### config.mk
export PLATFORM = sky130hd
export DESIGN_NAME = scan_token_shifter
export DESIGN_NICKNAME = d
export VERILOG_FILES = /design/src/rtl/scan_token_shifter.sv
export SDC_FILE = /design/constraint.sdc
export NUM_CORES = 1
export LEC_CHECK = 0
export ABC_AREA = 1
export BUFFER_PORTS_ARGS = -buffer_cell sky130_fd_sc_hd__buf_4
export CORE_MARGIN = 2
export CORE_UTILIZATION = 54
export DETAILED_ROUTE_END_ITERATION = 10
export PLACE_DENSITY = 0.76
export RECOVER_POWER = 100
export SYNTH_ARGS = -nofsm -noshare
export SYNTH_HDL_FRONTEND = slang
export SYNTH_SLANG_ARGS = --single-unit
### constraint.sdc
create_clock -name clk -period 2 [get_ports clk]
set_input_delay 0.4 -clock clk [delete_from_list [all_inputs] [get_ports clk]]
set_output_delay 0.4 -clock clk [all_outputs]
set_load 0.01 [all_outputs]
### src/rtl/scan_token_shifter.sv
module scan_token_shifter #(
  parameter int N     = 480,
  parameter int SHORT = 400
) (
  input  logic         clk,
  input  logic         rst_n,
  input  logic         dir,
  input  logic         len_short,
  input  logic         justify,
  input  logic         blank,
  input  logic         pol,
  input  logic         sp_a_in,
  output logic         sp_a_out,
  output logic         sp_a_oe,
  input  logic         sp_b_in,
  output logic         sp_b_out,
  output logic         sp_b_oe,
  output logic [N-1:0] drv
);
  localparam int W    = $clog2(N);
  localparam int TRIM = N - SHORT;

  logic [N-1:0] stg, nxt;
  logic [W-1:0] lo, hi;
  logic         last, casc;

  assign lo = (len_short && justify)  ? W'(TRIM)      : '0;
  assign hi = (len_short && !justify) ? W'(SHORT - 1) : W'(N - 1);

  for (genvar i = 0; i < N; i++) begin : g_stage
    logic act, up_src, dn_src;
    assign act = (W'(i) >= lo) && (W'(i) <= hi);
    if (i == 0) begin : g_first
      assign up_src = sp_a_in;
    end else begin : g_up
      assign up_src = (W'(i) == lo) ? sp_a_in : stg[i-1];
    end
    if (i == N - 1) begin : g_last
      assign dn_src = sp_b_in;
    end else begin : g_dn
      assign dn_src = (W'(i) == hi) ? sp_b_in : stg[i+1];
    end
    assign nxt[i] = act & (dir ? dn_src : up_src);
  end

  always_ff @(posedge clk) begin
    if (!rst_n) stg <= '0;
    else        stg <= nxt;
  end

  assign last = dir ? stg[lo] : stg[hi];

  always_ff @(negedge clk) begin
    if (!rst_n) casc <= 1'b0;
    else        casc <= last;
  end

  assign sp_a_oe  = dir;
  assign sp_b_oe  = ~dir;
  assign sp_a_out = dir & casc;
  assign sp_b_out = ~dir & casc;
  assign drv      = blank ? {N{pol}} : (stg ^ {N{pol}});
endmodule


==> impl_metrics.env <==
export IMPL_outcome="finished, violations left"
export IMPL_failed_checks="setup timing"
export IMPL_worstHoldStart="sp_b_in"
export IMPL_coreArea_um2=38700
export IMPL_ys_seq_area_frac=0.452
export IMPL_highest_layer="met4"
export IMPL_hold_depth=3
export IMPL_met3_length_um=6270
export IMPL_arrival_ps=2270
export IMPL_cts_root_buf="clkbuf_16"
export IMPL_numPortBuffers=492
export IMPL_swShare=0.283
export IMPL_startpoint_type="register"
export IMPL_met1_length_um=28000
export IMPL_power_switching_mw=6.91
export IMPL_synthAdderAreaFrac=0
export IMPL_final_util=0.723
export IMPL_wl_per_cell_um=17.2
export IMPL_setup_violations=52
export IMPL_clkSlewWorstSetupHoldPaths_ps=60
export IMPL_tns_ps=-2260
export IMPL_die_x_um=203
export IMPL_crit_slowest_cell="dfxtp_2"
export IMPL_synth_cell_types=15
export IMPL_drt_iter0_markers=1896
export IMPL_start_util=0.549
export IMPL_ys_ff_latch=481
export IMPL_synth_top_area_share=0.452
export IMPL_placed_area_um2=25400
export IMPL_clk_latency_ps=610
export IMPL_num_nets_final=3579
export IMPL_ios=493
export IMPL_netlist_area_um2=21300
export IMPL_setup_ws_ps=-672
export IMPL_min_to="stg[479]"
export IMPL_reg2reg_to="casc"
export IMPL_cts_tree="built"
export IMPL_syn_avg_cell_area_um2=6.70
export IMPL_viasPerCell=5.50
export IMPL_clock_path_buffers=3
export IMPL_drv_slew=0
export IMPL_p_per_area_nw_per_um2=872
export IMPL_vdd_drop_max_uv=724
export IMPL_grt_max_degree=211
export IMPL_cpPeakStageDelay_ps=350
export IMPL_worstPathRequired_ps=1600
export IMPL_critPathMaxFanout=2
export IMPL_drive_gt1_frac=0.213
export IMPL_gp_congestion=0.905
export IMPL_r2r_cells=4
export IMPL_worst_pin_slew_ps=1130
export IMPL_grt_overflow_total=0
export IMPL_grt_pass1_wl_um=105000
export IMPL_synthesis_instances=3177
export IMPL_cts_buffers=48
export IMPL_first_global_vias=19800
export IMPL_synthTopCellsByArea="dfxtp_1, nor2_1, a21oi_1"
export IMPL_synth_xor_area_share=0.000412
export IMPL_antenna_left=0
export IMPL_drc=0
export IMPL_dpl_hpwl_um=45900
export IMPL_cts_htree_levels=2
export IMPL_dr_wl_met2_um=33900
export IMPL_die_h_um=203
export IMPL_combPwrFrac=0.198
export IMPL_intPower_mw=17.5
export IMPL_synth_warnings=0
export IMPL_fp_dieArea_um2=41000
export IMPL_whs_ps=107
export IMPL_crit_path_end_kind="output port"
export IMPL_synthSimpleGateAreaFrac=0.257
export IMPL_fin_area_um2=28000
export IMPL_critPathKind="reg2out"
export IMPL_slew_headroom=0.247
export IMPL_hold_path_class="in2reg"
export IMPL_regToRegStartpoint="stg[399]"
export IMPL_drt_pass1_iterations=6
export IMPL_syn_nets=3186
export IMPL_r2r_slack_ps=220
export IMPL_rows=72
export IMPL_synthMuxAreaShare=0
export IMPL_antenna_found_initial=1
export IMPL_grt_total_usage=0.314
export IMPL_finalHoldViolCount=0
export IMPL_synth_largest_area_cell="dfxtp_1"
export IMPL_routed_wl_um=71100
export IMPL_vias=22700
export IMPL_rsz0062_at_grt="yes"
export IMPL_numClockSinks=481
export IMPL_synth_compound_area_share=0.226
export IMPL_pwr_share_clk=0.374
export IMPL_worstPathCellList="nand2_1 -> inv_1 -> buf_6"
export IMPL_p_total_mw=24.4
export IMPL_maxCapViolCount=0
export IMPL_sequentialPowerShare=0.428
export IMPL_synth_top_family_by_area="simple AND/OR/NAND/NOR gates"
export IMPL_p_leak_nw=11.7
export IMPL_fin_skew_ps=54.7
export IMPL_area_growth_pct=31.7
## layout by cell type (no fill, tap or decap), types with 3 or more instances in the layout
master	netlist	routed
nor2_1	1113	1112
a21oi_1	645	569
buf_4	26	537
dfxtp_1	481	480
nand2_1	331	329
o21ai_0	317	317
a21oi_2	0	72
clkbuf_16	0	63
buf_12	0	27
clkbuf_8	0	16
buf_6	8	12
inv_1	12	11
clkbuf_1	104	11
buf_16	0	9
nand3_1	8	7
clkinv_2	0	7
buf_8	0	5
a21oi_4	0	4
bufinv_16	0	3
clkinvlp_4	0	3
## kinds of logic after synthesis
logic type / after synthesis
and+or+nand+nor: 1452
AOI/OAI and AO/OA: 963
DFF: 481
buffers and inverters: 280
xor gates and xnor gates: 1
## per-stage QoR
stage	instances	setup WS, ps
after floorplan	3177	-141
after detailed placement	4009	-29.6
after CTS	4103	-614
after global routing	4126	-720
after global placement	4009	-29.2
final	4126	-672
## synth_stat cells
library cell and instances:
a21oi_1 645, buf_2 123, o21ai_1 1, buf_6 8, nand2_1 331, clkbuf_1 104
nor2_1 1113, dfxtp_1 481, inv_1 12, buf_1 6, o21ai_0 317, xor2_1 1
inv_2 1, nand3_1 8, buf_4 26
## metal layers
layer,track usage,up-vias
met5,0,-
met3,0.0700,151
met2,0.516,942
met1,0.392,10400
li1,-,11200
met4,0.148,0
## worst max path at each step
stage / from / to / slack (ps) / cells past startpoint
2_1_floorplan: dir / casc / -140 / 7
3_3_place_gp: pol / drv[93] / -30 / 6
3_5_place_dp: pol / drv[25] / -30 / 7
4_1_cts: casc / sp_b_out / -610 / 3
5_1_grt: casc / sp_a_out / -720 / 3
6_report: casc / sp_a_out / -670 / 3
## state kept, by name (all words and copies together), names as in the netlist
name	cells
casc	1
stg	480
## power by group through the flow
stage          sequential, mW  clock [mW]  combinational, mW
6_report                 10.5        9.13               4.83
5_1_grt                  10.5        9.66               5.20
4_1_cts                  10.4        9.25               4.48
3_5_place_dp             10.6     0.00626               4.32
3_3_place_gp             10.6     0.00626               4.26
2_1_floorplan            10.5     0.00626               2.44
## cell type report
class / count / area (um2)
diodes: 1 / 2.50
multi-input cells: 2416 / 10600
fillers: 3212 / 10700
repair buffers: 610 / 5430
clock inverters: 15 / 156
well taps: 518 / 648
inverters: 12 / 61.3
flip-flops and latches: 481 / 9630
clock buffers: 73 / 1460
## worst max-delay path, delay by kind of cell, from the launching register on
kind | cells | cell delay (ps)
simple gates | 1 | 60
flops | 1 | 350
buf+inv | 2 | 240
## repair_timing
| item | CTS | global route |
|---|---|---|
| pin swaps | 1 | 0 |
| gates cloned | 3 | 17 |
| endpoints found under the hold margin | 0 | 0 |
| gates resized for setup | 42 | 76 |
| setup buffers | 4 | 5 |
| setup endpoints to repair | 53 | 123 |
| hold buffers | 0 | 0 |
(Power assumes the default switching activity.)
